## src/rtl/src_seq_pkg.sv

```systemverilog
package src_seq_pkg;

  localparam int BURST_LSB = 16;
  localparam int MODE_BIT  = 8;
  localparam int SIZE_LSB  = 0;
  localparam int LEN_W     = 5;
  localparam int SPAN_W    = 7;

  typedef struct packed {
    logic [2:0] burst;
    logic       const_mode;
    logic [1:0] size;
  } src_cfg_t;

  localparam src_cfg_t CFG_RESET = '{burst: 3'b100, const_mode: 1'b0, size: 2'b10};

  function automatic logic [LEN_W-1:0] burst_beats(input logic [2:0] code);
    case (code)
      3'b010:  burst_beats = 5'd4;
      3'b011:  burst_beats = 5'd8;
      3'b100:  burst_beats = 5'd16;
      default: burst_beats = 5'd1;
    endcase
  endfunction

  function automatic logic [1:0] norm_size(input logic [1:0] code);
    norm_size = (code == 2'b11) ? 2'b10 : code;
  endfunction

  function automatic logic [2:0] size_bytes(input logic [1:0] ncode);
    case (ncode)
      2'b00:   size_bytes = 3'd1;
      2'b01:   size_bytes = 3'd2;
      default: size_bytes = 3'd4;
    endcase
  endfunction

endpackage

```

## src/rtl/seq_cfg_regs.sv

```systemverilog
module seq_cfg_regs
  import src_seq_pkg::*;
#(
  parameter int ADDR_W = 32
) (
  input  logic              clk,
  input  logic              rst,
  input  logic              we,
  input  logic              sel,
  input  logic [ADDR_W-1:0] wdata,
  output logic [ADDR_W-1:0] start_addr,
  output src_cfg_t          cfg,
  output logic [ADDR_W-1:0] rdata
);

  logic [ADDR_W-1:0] cfg_word;

  always_ff @(posedge clk) begin
    if (rst) begin
      start_addr <= '0;
      cfg        <= CFG_RESET;
    end else if (we) begin
      if (!sel) begin
        start_addr <= wdata;
      end else begin
        cfg.burst      <= wdata[BURST_LSB +: 3];
        cfg.const_mode <= wdata[MODE_BIT];
        cfg.size       <= wdata[SIZE_LSB +: 2];
      end
    end
  end

  always_comb begin
    cfg_word                  = '0;
    cfg_word[BURST_LSB +: 3]  = cfg.burst;
    cfg_word[MODE_BIT]        = cfg.const_mode;
    cfg_word[SIZE_LSB +: 2]   = cfg.size;
  end

  always_ff @(posedge clk) begin
    if (rst) rdata <= '0;
    else     rdata <= sel ? cfg_word : start_addr;
  end

  AST_ADDR_WRITE: assert property (@(posedge clk) disable iff (rst)
    we && !sel |=> start_addr == $past(wdata));

endmodule

```

## src/rtl/seq_plan.sv

```systemverilog
module seq_plan
  import src_seq_pkg::*;
#(
  parameter int CNT_W = 16
) (
  input  logic [SPAN_W-1:0] addr_lo,
  input  logic [CNT_W-1:0]  rem,
  input  src_cfg_t          cfg,
  output logic [LEN_W-1:0]  len,
  output logic [1:0]        size,
  output logic [SPAN_W-1:0] adv
);

  logic [1:0]        ncode;
  logic [2:0]        nbytes;
  logic [LEN_W-1:0]  beats;
  logic [SPAN_W-1:0] span;
  logic              size_ok;
  logic              span_ok;
  logic              rem_ok;
  logic              use_burst;
  logic [1:0]        fb_code;

  always_comb begin
    ncode  = norm_size(cfg.size);
    nbytes = size_bytes(ncode);
    beats  = burst_beats(cfg.burst);
    span   = SPAN_W'(nbytes) * SPAN_W'(beats);
    case (ncode)
      2'b00:   size_ok = 1'b1;
      2'b01:   size_ok = !addr_lo[0];
      default: size_ok = (addr_lo[1:0] == 2'b00);
    endcase
    fb_code   = addr_lo[0] ? 2'b00 : 2'b01;
    span_ok   = ((addr_lo & (span - SPAN_W'(1))) == '0);
    rem_ok    = (rem >= CNT_W'(beats));
    use_burst = (beats != LEN_W'(1)) && !cfg.const_mode && size_ok && span_ok && rem_ok;
    len       = use_burst ? beats : LEN_W'(1);
    size      = size_ok ? ncode : fb_code;
    adv       = use_burst ? span : SPAN_W'(size_bytes(size));
  end

endmodule

```

## src/rtl/seq_issue.sv

```systemverilog
module seq_issue
  import src_seq_pkg::*;
#(
  parameter int ADDR_W = 32,
  parameter int CNT_W  = 16
) (
  input  logic              clk,
  input  logic              rst,
  input  logic              start,
  input  logic [CNT_W-1:0]  total_beats,
  input  logic [ADDR_W-1:0] start_addr,
  input  src_cfg_t          cfg,
  input  logic              req_ready,
  output logic              req_valid,
  output logic [ADDR_W-1:0] req_addr,
  output logic [1:0]        req_size,
  output logic [LEN_W-1:0]  req_len,
  output logic              done
);

  logic              run;
  logic [CNT_W-1:0]  rem;
  logic [ADDR_W-1:0] cur_addr;
  src_cfg_t          cfg_q;
  logic [LEN_W-1:0]  nxt_len;
  logic [1:0]        nxt_size;
  logic [SPAN_W-1:0] nxt_adv;
  logic              load;
  logic              accept;

  seq_plan #(.CNT_W(CNT_W)) u_plan (
    .addr_lo (cur_addr[SPAN_W-1:0]),
    .rem     (rem),
    .cfg     (cfg_q),
    .len     (nxt_len),
    .size    (nxt_size),
    .adv     (nxt_adv)
  );

  assign accept = req_valid && req_ready;
  assign load   = run && (rem != '0) && (!req_valid || req_ready);

  always_ff @(posedge clk) begin
    if (rst) begin
      run       <= 1'b0;
      rem       <= '0;
      cur_addr  <= '0;
      cfg_q     <= CFG_RESET;
      req_valid <= 1'b0;
      req_addr  <= '0;
      req_size  <= '0;
      req_len   <= '0;
      done      <= 1'b0;
    end else begin
      done <= 1'b0;
      if (!run) begin
        if (start) begin
          if (total_beats == '0) begin
            done <= 1'b1;
          end else begin
            run      <= 1'b1;
            rem      <= total_beats;
            cur_addr <= start_addr;
            cfg_q    <= cfg;
          end
        end
      end else if (load) begin
        req_valid <= 1'b1;
        req_addr  <= cur_addr;
        req_size  <= nxt_size;
        req_len   <= nxt_len;
        rem       <= rem - CNT_W'(nxt_len);
        if (!cfg_q.const_mode) cur_addr <= cur_addr + ADDR_W'(nxt_adv);
      end else if (accept) begin
        req_valid <= 1'b0;
        run       <= 1'b0;
        done      <= 1'b1;
      end
    end
  end

  logic [SPAN_W-1:0] chk_span;
  assign chk_span = SPAN_W'(size_bytes(req_size)) * SPAN_W'(req_len);

  AST_REQ_HOLD: assert property (@(posedge clk) disable iff (rst)
    req_valid && !req_ready |=> req_valid && $stable(req_addr) && $stable(req_len) && $stable(req_size));
  AST_BURST_ALIGNED: assert property (@(posedge clk) disable iff (rst)
    req_valid && req_len != LEN_W'(1) |-> (req_addr[SPAN_W-1:0] & (chk_span - SPAN_W'(1))) == '0);
  AST_SIZE_NATURAL: assert property (@(posedge clk) disable iff (rst)
    req_valid |-> (req_size == 2'b00) || (req_size == 2'b01 && !req_addr[0]) ||
                  (req_size == 2'b10 && req_addr[1:0] == 2'b00));
  AST_CONST_SINGLE: assert property (@(posedge clk) disable iff (rst)
    req_valid && cfg_q.const_mode |-> req_len == LEN_W'(1));
  AST_DONE_PULSE: assert property (@(posedge clk) disable iff (rst)
    done |=> !done);
  AST_DONE_IDLE: assert property (@(posedge clk) disable iff (rst)
    done |-> !req_valid);

endmodule

```

## src/rtl/src_burst_seq.sv

```systemverilog
module src_burst_seq
  import src_seq_pkg::*;
#(
  parameter int ADDR_W = 32,
  parameter int CNT_W  = 16
) (
  input  logic              clk,
  input  logic              rst,
  input  logic              reg_we,
  input  logic              reg_sel,
  input  logic [ADDR_W-1:0] reg_wdata,
  output logic [ADDR_W-1:0] reg_rdata,
  input  logic              start,
  input  logic [CNT_W-1:0]  total_beats,
  output logic              req_valid,
  input  logic              req_ready,
  output logic [ADDR_W-1:0] req_addr,
  output logic [1:0]        req_size,
  output logic [LEN_W-1:0]  req_len,
  output logic              done
);

  logic [ADDR_W-1:0] start_addr;
  src_cfg_t          cfg;

  seq_cfg_regs #(.ADDR_W(ADDR_W)) u_regs (
    .clk        (clk),
    .rst        (rst),
    .we         (reg_we),
    .sel        (reg_sel),
    .wdata      (reg_wdata),
    .start_addr (start_addr),
    .cfg        (cfg),
    .rdata      (reg_rdata)
  );

  seq_issue #(.ADDR_W(ADDR_W), .CNT_W(CNT_W)) u_issue (
    .clk         (clk),
    .rst         (rst),
    .start       (start),
    .total_beats (total_beats),
    .start_addr  (start_addr),
    .cfg         (cfg),
    .req_ready   (req_ready),
    .req_valid   (req_valid),
    .req_addr    (req_addr),
    .req_size    (req_size),
    .req_len     (req_len),
    .done        (done)
  );

endmodule

```

## config.mk

```make
export PLATFORM = sky130hd
export DESIGN_NAME = src_burst_seq
export DESIGN_NICKNAME = d
export VERILOG_FILES = /design/src/rtl/src_seq_pkg.sv /design/src/rtl/seq_cfg_regs.sv /design/src/rtl/seq_plan.sv /design/src/rtl/seq_issue.sv /design/src/rtl/src_burst_seq.sv
export SDC_FILE = /design/constraint.sdc
export NUM_CORES = 1
export LEC_CHECK = 0
export ABC_AREA = 1
export BUFFER_PORTS_ARGS = -buffer_cell sky130_fd_sc_hd__buf_2
export CAP_MARGIN = 40
export CORE_UTILIZATION = 46
export DETAILED_ROUTE_END_ITERATION = 10
export GPL_ROUTABILITY_DRIVEN = 0
export GPL_TIMING_DRIVEN = 0
export PLACE_DENSITY = 0.75
export RECOVER_POWER = 100
export SETUP_SLACK_MARGIN = 0.1
export SLEW_MARGIN = 20
export SYNTH_ARGS = -nofsm -noshare
export SYNTH_HDL_FRONTEND = slang
export SYNTH_HIERARCHICAL = 1
export SYNTH_SLANG_ARGS = --single-unit
export TNS_END_PERCENT = 10
```

## constraint.sdc

```tcl
create_clock -name clk -period 4.56 [get_ports clk]
set_input_delay 0.684 -clock clk [delete_from_list [all_inputs] [get_ports clk]]
set_output_delay 0.684 -clock clk [all_outputs]
set_load 0.1 [all_outputs]
```

; ---- After elaboration in Yosys (flattened, before gate mapping)
; Cells that the tools add are included.
; W data, S select, Z words.
[totals]
reg_bits = 166
in_bits = 54
wordCells = 94
output_inout_bits = 73
[classes]
muxes = 31
addsub = 3
n_mul = 1
reduce_logical = 27
eq_ne = 10
bitwise = 4
order_cmp = 1
[ops]
columns = operator, n
row1 = $mux W32, 5
row2 = $mux W16, 4
row3 = $add A32 B7 Y32, 1
row4 = $mux W19, 1
row5 = $ge A16 B5 Y1, 1
row6 = $logic_not A16 Y1, 1
row7 = $reduce_bool A16 Y1, 1
row8 = $sub A16 B5 Y16, 1
row9 = $pmux W5 S3, 1
row10 = $mux W1, 13
row11 = $pmux W3 S2, 2
row12 = $reduce_and A2 Y1, 4
row13 = $and A7 B7 Y7, 1
row14 = $logic_and A1 B1 Y1, 7
row15 = $logic_not A7 Y1, 1
row16 = $mul A3 B5 Y7, 1
row17 = $mux W7, 1
row18 = $sub A7 B1 Y7 const B, 1
row19 = $eq A3 B2 Y1 const B, 2
row20 = $logic_not A2 Y1, 3
row21 = $reduce_and A3 Y1, 2
row22 = $mux W5, 1
row23 = $ne A5 B1 Y1 const B, 1
row24 = $eq A2 B1 Y1 const B, 2
row25 = other kinds (12), 19

; ---- Longest topological paths before layout
; Gate-level depths: netlist of the first run.
[depth]
ltp_word = 15
ltp_mapped = 30
ltp_nobuf = 30

; ---- Hierarchy
; Netlist of the first run, hierarchy kept.
[by_module_without_submodules]
columns = mod, seq_area_each_um2, area_per_inst_um2, instances, cells_per_inst
row1 = seq_issue, 1921.8, 5536.6, 1, 886
row2 = seq_cfg_regs, 1401.3, 2506.2, 1, 342
row3 = seq_plan, 0.0, 725.7, 1, 134

; ---- Worst setup path before layout of the first run
; No wires, ideal clock.
[synth_timing]
path_type = register to register
start = register u_issue/cfg_q[5] (netlist bit)
end = register u_issue.cur_addr[26]
setup_ns = 0.132
n_path_buf = 0
required_time_ns = 4.428
period_less_slack_ns = 3.899
setup_slack_ns = 0.661
path_stages_with_launch = 26
t_arrival_ns = 3.767
cell_sequence = dfxtp_1 -> inv_2 -> nand3_1 -> nor2_1 -> fa_1 -> inv_1 -> fa_1 -> inv_1 -> nor2_1 -> nand4_1 -> nand3_1 -> nand2_1 -> nor2_1 -> a21boi_0 -> ha_1 -> fa_1 -> nand2_1 -> nand2_1 -> nand3_1 -> nand2_1 -> nand2_1 -> nand2_1 -> nand3_1 -> nand3_1 -> nand2_1 -> a21oi_1
[synth_via]
elab_chain_len = 13
word_cells_on_any_way = 19
cone_classes = add/sub: 2 / mul: 1 / order compare: 1 / eq/ne: 4 / mux: 5 / bitwise: 1 / reduce/logical: 5
[synth_lines]
columns = element, line
row1 = "start, declared", seq_issue.sv:24  ; src_cfg_t cfg_q;
row2 = "start signal, assigned", seq_issue.sv:64  ; cfg_q <= cfg;
row3 = $eq A3 B3 Y1 or $eq A3 B2 Y1 (tied branches), src_seq_pkg.sv:18  ; case (code)
row4 = $pmux W5 S3 *, src_seq_pkg.sv:18
row5 = $mul A3 B5 Y7, seq_plan.sv:28  ; span = SPAN_W'(nbytes) * SPAN_W'(beats);
row6 = $sub A7 B1 Y7, seq_plan.sv:35  ; span_ok = ((addr_lo & (span - SPAN_W'(1))) == '0);
row7 = $and A7 B7 Y7, seq_plan.sv:35
row8 = $logic_not A7 Y1, seq_plan.sv:35
row9 = $logic_and A1 B1 Y1 (2 in a row), seq_plan.sv:37  ; use_burst = (beats != LEN_W'(1)) && !cfg.const_mode && size_ok && span_ok && rem_ok;
row10 = $mux W7 *, seq_plan.sv:40  ; adv = use_burst ? span : SPAN_W'(size_bytes(size));
row11 = net u_issue.nxt_adv[0], seq_issue.sv:27  ; logic [SPAN_W-1:0] nxt_adv;
row12 = $add A32 B7 Y32 *, seq_issue.sv:73  ; if (!cfg_q.const_mode) cur_addr <= cur_addr + ADDR_W'(nxt_adv);
row13 = $mux W32 *, seq_issue.sv:73
row14 = $mux W32 *, seq_issue.sv:67  ; end else if (load) begin
row15 = $mux W32 *, seq_issue.sv:56  ; if (!run) begin
row16 = "end signal, assigned", seq_issue.sv:63  ; cur_addr <= start_addr;
row17 = "end signal, assigned", seq_issue.sv:73
row18 = "end, declared", seq_issue.sv:23  ; logic [ADDR_W-1:0] cur_addr;
; The timed path passes the listed nets; every way through them passes the cells marked *. The select of a mux whose other input is x is not followed.
; A chain may end at the register's enable or synchronous reset.

; ---- Worst setup path in the final report of the first run
[layout_timing]
start = register u_issue/cfg_q[1] (netlist bit)
end = register u_issue.cur_addr[14]
[layout_via]
elab_chain_len = 15
word_cells_on_any_way = 22
cone_classes = add/sub: 2 / mul: 1 / eq/ne: 3 / mux: 9 / bitwise: 1 / reduce/logical: 6
[layout_lines]
columns = element, line
row1 = $eq A2 B2 Y1, src_seq_pkg.sv:27  ; norm_size = (code == 2'b11) ? 2'b10 : code;
row2 = $mux W2 *, src_seq_pkg.sv:27
row3 = $eq A2 B1 Y1 or $logic_not A2 Y1 (tied branches), "src_seq_pkg.sv:31, seq_plan.sv:29"
row4 = $pmux W3 S2, src_seq_pkg.sv:31  ; case (ncode)
row5 = $mul A3 B5 Y7, seq_plan.sv:28
row6 = $sub A7 B1 Y7, seq_plan.sv:35
row7 = $and A7 B7 Y7, seq_plan.sv:35
row8 = $logic_not A7 Y1, seq_plan.sv:35
row9 = $logic_and A1 B1 Y1 (2 in a row), seq_plan.sv:37
row10 = $mux W7 *, seq_plan.sv:40
row11 = net u_issue.nxt_adv[0], seq_issue.sv:27
row12 = $add A32 B7 Y32 *, seq_issue.sv:73
row13 = $mux W32 *, seq_issue.sv:73
row14 = $mux W32 *, seq_issue.sv:67
row15 = $mux W32 *, seq_issue.sv:56
; Marks and branches as above.

==> out/results.ini, run 1 <==
[outcome]
outcome = finished clean

[clock_tree]
worstSkewPairLatency_ps = 430
cts_inserted_buffers = 17
h-tree-depth = 4
clock-sinks = 166
cts_max_path_buffers = 2
clk_pin_slew_ps = 70
cts_root_buf = clkbuf_16
cts_tree = yes

[synthesis]
synth_area_leaders = dfxtp_1, nand2_1, nor2_1
syn_inst = 1362
yosysUniqueCellTypes = 43
synth.most_common_cell = nand2_1
synth_commonest_cells = nand2_1, nor2_1, dfxtp_1
synth_edf_count = 0
async_flop_share_pct = 0
yosys_most_used_dff = dfxtp_1
synth_top_area_cell = dfxtp_1
synth-seq-cells = 166
syn-cell-area_um2 = 8770
synth_fp_nets = 1442
avgSynthCellArea_um2 = 6.44
yosysWarnings = 6
seq_area_frac_synth_pct = 37.9
yosysTopAreaCellShare_pct = 37.9

[critical_path]
crit_type = flop to flop
cpMaxStageDelayCell = fa_2
cpMostUsedCell = nand2_1
path_max_fanout = 9
crit_path_end_kind = flop
crit_path_start_kind = flop
required_ps = 4930
arrival_ps = 4700
max_stage_delay_ps = 590

[sta]
timing.fmax_mhz = 231
fin_crit_sh_pct = 94.8
worst-slew-pin-transition_ps = 1200
slew_headroom_pct = 20.7
setup_viol = 0
drv_slew = 0
grt_setup_unrepaired = true
finalHoldViolCount = 0
fin_crit_ps = 4320
fin_skew_ps = 6.29

[hold_path]
holdCritPathClass = flop to flop

[route]
drt_iter0_drc = 902
post_drt_wl_per_cell_um = 15.4
drt-pass1-iter-count = 6
vias = 9297
drc = 0
routed_wl_um = 27100
ant_nets = 0
routed_via_density = 5.28

[layout]
layout-drive-gt1-share_pct = 11.8
final_util_pct = 55.9
antenna_cells = 0
area_growth_pct = 19.2
final_nets = 1595
fillers = 1846
final_cells = 1762

[die]
rows = 50
dieArea_um2 = 19600
core_area_um2 = 18700
die_y_um = 140
io_pins = 127
start_util_pct = 46.9
die_x_um = 140

[place]
hpwlAfterDp_um = 19900
placed_cells = 1721
portBuffers = 125

[global_route]
grt_overflow = 0
grt_max_degree = 17
track_usage_pct = 27.5
antenna_found_initial = 0
grt_pass1_vias = 8410
grt_first_pass_wirelength_um = 42100

[job]
drv_cap = 0

[power_and_ir_drop]
p_leak_nw = 4.56
ir_worst_vdd_mv = 0.267
powerDensity_nw_per_um2 = 421

[cell families (layout without fill, tap and decap cells)]
group / Yosys count / after routing / synth area share [%]
simple gates: 754 / 754 / 35.8
mux: 3 / 3 / 0.342
buf+inv: 224 / 390 / 10.4
fa+ha+maj: 26 / 26 / 4.05
flops: 166 / 166 / 37.9
compound gates: 185 / 185 / 11.2
xor+xnor: 3 / 3 / 0.300
other cells: 1 / 1 / 0.0428
[final cells by class]
class	instances	area [µm²]	share of cell area (%)
Buffer	56	256	2.45
Inverter	168	633	6.06
Clock buffer	18	439	4.20
Multi-Input combinational cell	972	4710	45.1
Sequential cell	166	3340	31.9
Clock inverter	14	188	1.80
Tap cell	234	293	2.80
Timing Repair Buffer	134	599	5.73
[worst paths after layout]
path	to	slack [ps]	depth (start not counted)	from
worst max-delay path	u_issue/cur_addr[14]	240	26	u_issue/cfg_q[1]
worst min-delay path	u_regs/rdata[10]	440	2	u_regs/start_addr[10]
worst max register to register	u_issue/cur_addr[14]	240	26	u_issue/cfg_q[1]
worst min register to register	u_regs/rdata[10]	440	2	u_regs/start_addr[10]
[registers in the layout (all words and copies together), names as in the netlist]
signal	flops
u_issue/cur_addr	32
u_regs/rdata	32
u_issue/req_size	2
u_regs/start_addr	32
u_issue/req_addr	32
u_issue/run	1
u_issue/cfg_q	6
u_issue/rem	16
u_issue/req_len	5
u_issue/req_valid	1
u_issue/done	1
u_regs/cfg	6
[critical path: cells and delay by family (launching register included)]
kind	cells	cell delay, ps
AND/OR/NAND/NOR	17	1680
flip-flops	1	430
buffers and inverters	3	220
adder cells (fa/ha/maj)	4	1740
AO/OA/AOI/OAI	2	180
[power breakdown]
part	switching [mW]	internal (mW)
Clock	0.640	0.894
Sequential	0.123	1.56
Combinational	0.851	0.340
Total	1.61	2.79
[per-layer routing]
layer / up-vias / part of all wire, % / track usage, %
li1: 4604 / - / -
met1: 4141 / 43 / 35.7
met2: 474 / 45 / 44.5
met3: 78 / 8.8 / 5.23
met4: 0 / 3.5 / 11.9
met5: - / 0 / 0
[per-stage QoR]
| stage | setup TNS [ps] | hold WS [ps] | power (mW) | setup slack [ps] | instance area, µm² |
|---|---|---|---|---|---|
| 4_1_cts | 0 | 447 | 4.34 | 92.9 | 10300 |
| 5_1_grt | -43.1 | 470 | 4.60 | -33.4 | 10500 |
| 6_report | 0 | 444 | 4.41 | 235 | 10500 |
| 2_1_floorplan | 0 | 418 | 2.54 | 661 | 8770 |
| 3_5_place_dp | -124 | 438 | 2.81 | -42.6 | 9690 |
| 3_3_place_gp | 0 | 435 | 2.79 | 27.8 | 9690 |
[cell usage in the layout (no fill, tap or decap), types with 4 or more instances in the layout]
cell type	n
nand2_1	324
nor2_1	243
dfxtp_1	162
inv_1	159
nand3_1	117
clkbuf_1	113
a21oi_1	91
o21ai_0	63
buf_2	60
clkbuf_16	17
ha_1	17
nand2_2	13
buf_4	12
nor2_2	11
nand4_1	10
nor3_1	8
a21oi_2	7
or2_2	7
inv_2	5
inv_8	4
nand3_2	4
o22ai_1	4
a31oi_1	4
nor2_4	4
[repair_timing]
item,CTS,global route
hold buffers,0,0
setup endpoints to repair,24,39
setup buffers,0,9
pin swaps,0,9
resized for setup,8,55
(Power assumes the default switching activity.)
==> run 2: changes to the inputs <==
--- a/config.mk
+++ b/config.mk
@@ -8,11 +8,13 @@
 export ABC_AREA = 1
 export BUFFER_PORTS_ARGS = -buffer_cell sky130_fd_sc_hd__buf_2
 export CAP_MARGIN = 40
-export CORE_UTILIZATION = 46
+export CORE_MARGIN = 2
+export CORE_UTILIZATION = 54
+export CTS_CLUSTER_SIZE = 28
 export DETAILED_ROUTE_END_ITERATION = 10
 export GPL_ROUTABILITY_DRIVEN = 0
 export GPL_TIMING_DRIVEN = 0
-export PLACE_DENSITY = 0.75
+export PLACE_DENSITY = 0.85
 export RECOVER_POWER = 100
 export SETUP_SLACK_MARGIN = 0.1
 export SLEW_MARGIN = 20
==> run 2 against run 1 <==
Flip-flop and latch count unchanged. Core utilization up 8.7 points. Clock power down 9.8%. Clock skew up 7.8 ps. Global-route usage up 2.4 points. Count of clock-buffer cells in the layout up 1. Worst setup slack better by 26 ps. Register-to-register slack better by 30 ps.
==> out/results.ini, run 2 (same netlist as run 1, synthesis figures left out) <==
[power_and_ir_drop]
powerDensity_nw_per_um2 = 410
ir_worst_vdd_mv = 0.290
p_total_mw = 4.21
p_leak_nw = 4.48

[global_route]
grt_first_pass_wirelength_um = 41700
track_usage_pct = 29.9
grt_max_degree = 17
grt_pass1_vias = 8557
grt_overflow = 0
antenna_found_initial = 0

[layout]
mostFrequentLayoutCell = nand2_1
antenna_cells = 0
fillers = 1481
final_util_pct = 64.6
mostFrequentLayoutCells = nand2_1, nor2_1, dfxtp_1
layout-drive-gt1-share_pct = 10.6
area_growth_pct = 17.1
final_cells = 1736
final_nets = 1587

[die]
die_x_um = 131
core_area_um2 = 15900
die_y_um = 131
io_pins = 127
dieArea_um2 = 17300
rows = 46
start_util_pct = 55.2

[sta]
fin_tns_setup_ps = 0
finalHoldViolCount = 0
slew_headroom_pct = 20.8
grt_setup_unrepaired = true
setup_viol = 0
fin_skew_ps = 14.1
drv_slew = 0
fin_crit_sh_pct = 94.3
worst-slew-pin-transition_ps = 1190
fin_crit_ps = 4300
timing.fmax_mhz = 233

[clock_tree]
cts_inserted_buffers = 17
clock-sinks = 166
cts_max_path_buffers = 2
cts_root_buf = clkbuf_16
ctsHoldBuffers = 0
worstSkewPairLatency_ps = 430
h-tree-depth = 4
clk_pin_slew_ps = 70
cts_tree = yes

[critical_path]
reg2reg_slack_ps = 260
crit_path_start_kind = flop
r2r_start = u_issue/cfg_q[3]
reg2regPathDepth = 25
crit_path_end_kind = flop
arrival_ps = 4660
r2r-end = u_issue/rem[7]
crit_type = flop to flop
path_max_fanout = 10
required_ps = 4930

[place]
hpwlAfterDp_um = 19500
portBuffers = 125
placed_cells = 1703

[job]
drv_cap = 0

[route]
drc = 0
routed_via_density = 5.48
post_drt_wl_per_cell_um = 15.1
routed_wl_um = 26200
ant_nets = 0
vias = 9517
drt-pass1-iter-count = 6
drt_iter0_drc = 1088

[hold_path]
holdCritPathClass = flop to flop
hp-start = u_regs/start_addr[30]
hold_depth = 2
whs_endpoint = u_regs/rdata[30]

[outcome]
outcome = finished clean

==> run 2: cell count changes in the layout (fill, tap and decap cells not counted), moves of 3 or more <==
cell,delta
a21oi_1,+3
a21oi_2,-3
buf_4,-8
clkinvlp_4,+4
ha_1,+3
inv_8,-3
nand2_4,+3
nor2_1,+5
nor2_2,-4
==> run 2: final cells by class <==
cell class | count | area, µm² | share of cell area [%]
buffer | 56 | 256 | 2.50
inverter | 168 | 633 | 6.17
clock inverter | 13 | 124 | 1.21
clock buffer | 19 | 443 | 4.31
sequential | 166 | 3340 | 32.5
timing repair buffer | 126 | 541 | 5.27
tap | 216 | 270 | 2.63
multi-input combinational | 972 | 4660 | 45.4
==> run 2: how the worst max path moves through the flow <==
stage | startpoint | endpoint | slack [ps] | cells past startpoint
2_1_floorplan | u_issue/cfg_q[5] | u_issue/cur_addr[26] | 660 | 25
3_3_place_gp | u_issue/cfg_q[5] | u_issue/cur_addr[18] | 80 | 25
3_5_place_dp | u_issue/cfg_q[5] | u_issue/cur_addr[26] | -30 | 25
4_1_cts | u_issue/cfg_q[5] | u_issue/rem[10] | 40 | 23
5_1_grt | u_issue/cfg_q[3] | u_issue/rem[7] | 20 | 25
6_report | u_issue/cfg_q[3] | u_issue/rem[7] | 260 | 25
==> run 2: report_power, final <==
part           total (mW)  switching (mW)  internal (mW)
logic                1.15           0.840          0.309
registers            1.68           0.118           1.56
clock network        1.38           0.612          0.771
total                4.21            1.57           2.64
==> run 2: per-layer routing <==
metal  GRT usage [%]  share of wire (%)  up-vias
met4            13.2                3.6        0
met2            49.2                 46      558
li1                -                  -     4586
met1            39.0                 41     4282
met3            4.44                8.9       91
met5               0                  0        -
==> run 2: what timing repair did <==
action                                  4_1_cts  5_1_grt
gates resized for setup                       9       46
buffers inserted                              0        1
pin swaps                                     0        8
endpoints found under the setup margin       30       39
==> run 2: stage by stage <==
step	instance area [µm²]	hold WS [ps]	setup WS, ps
after detailed placement	9660	442	-34.1
final	10300	455	261
after global placement	9660	434	79.0
after CTS	10300	451	38.4
after floorplan	8770	418	661
after global routing	10300	466	18.1
==> run 2: critical path, stage by stage (launching register included) <==
cell and delay, ps:
dfxtp_4 390, inv_1 80, nand3_4 110, nor2_2 50, fa_1 560, inv_1 70
fa_2 590, inv_1 70, nor2_1 120, nand4_1 110, nand3_1 130, nand2_2 90
inv_1 100, nand3_4 150, nor2_1 130, inv_1 70, ha_1 340, a21oi_1 190
o21ai_2 120, nand2_1 80, nand2_1 90, nor2_2 160, inv_1 90, o21ai_1 130
nand2_1 70, a21oi_1 130
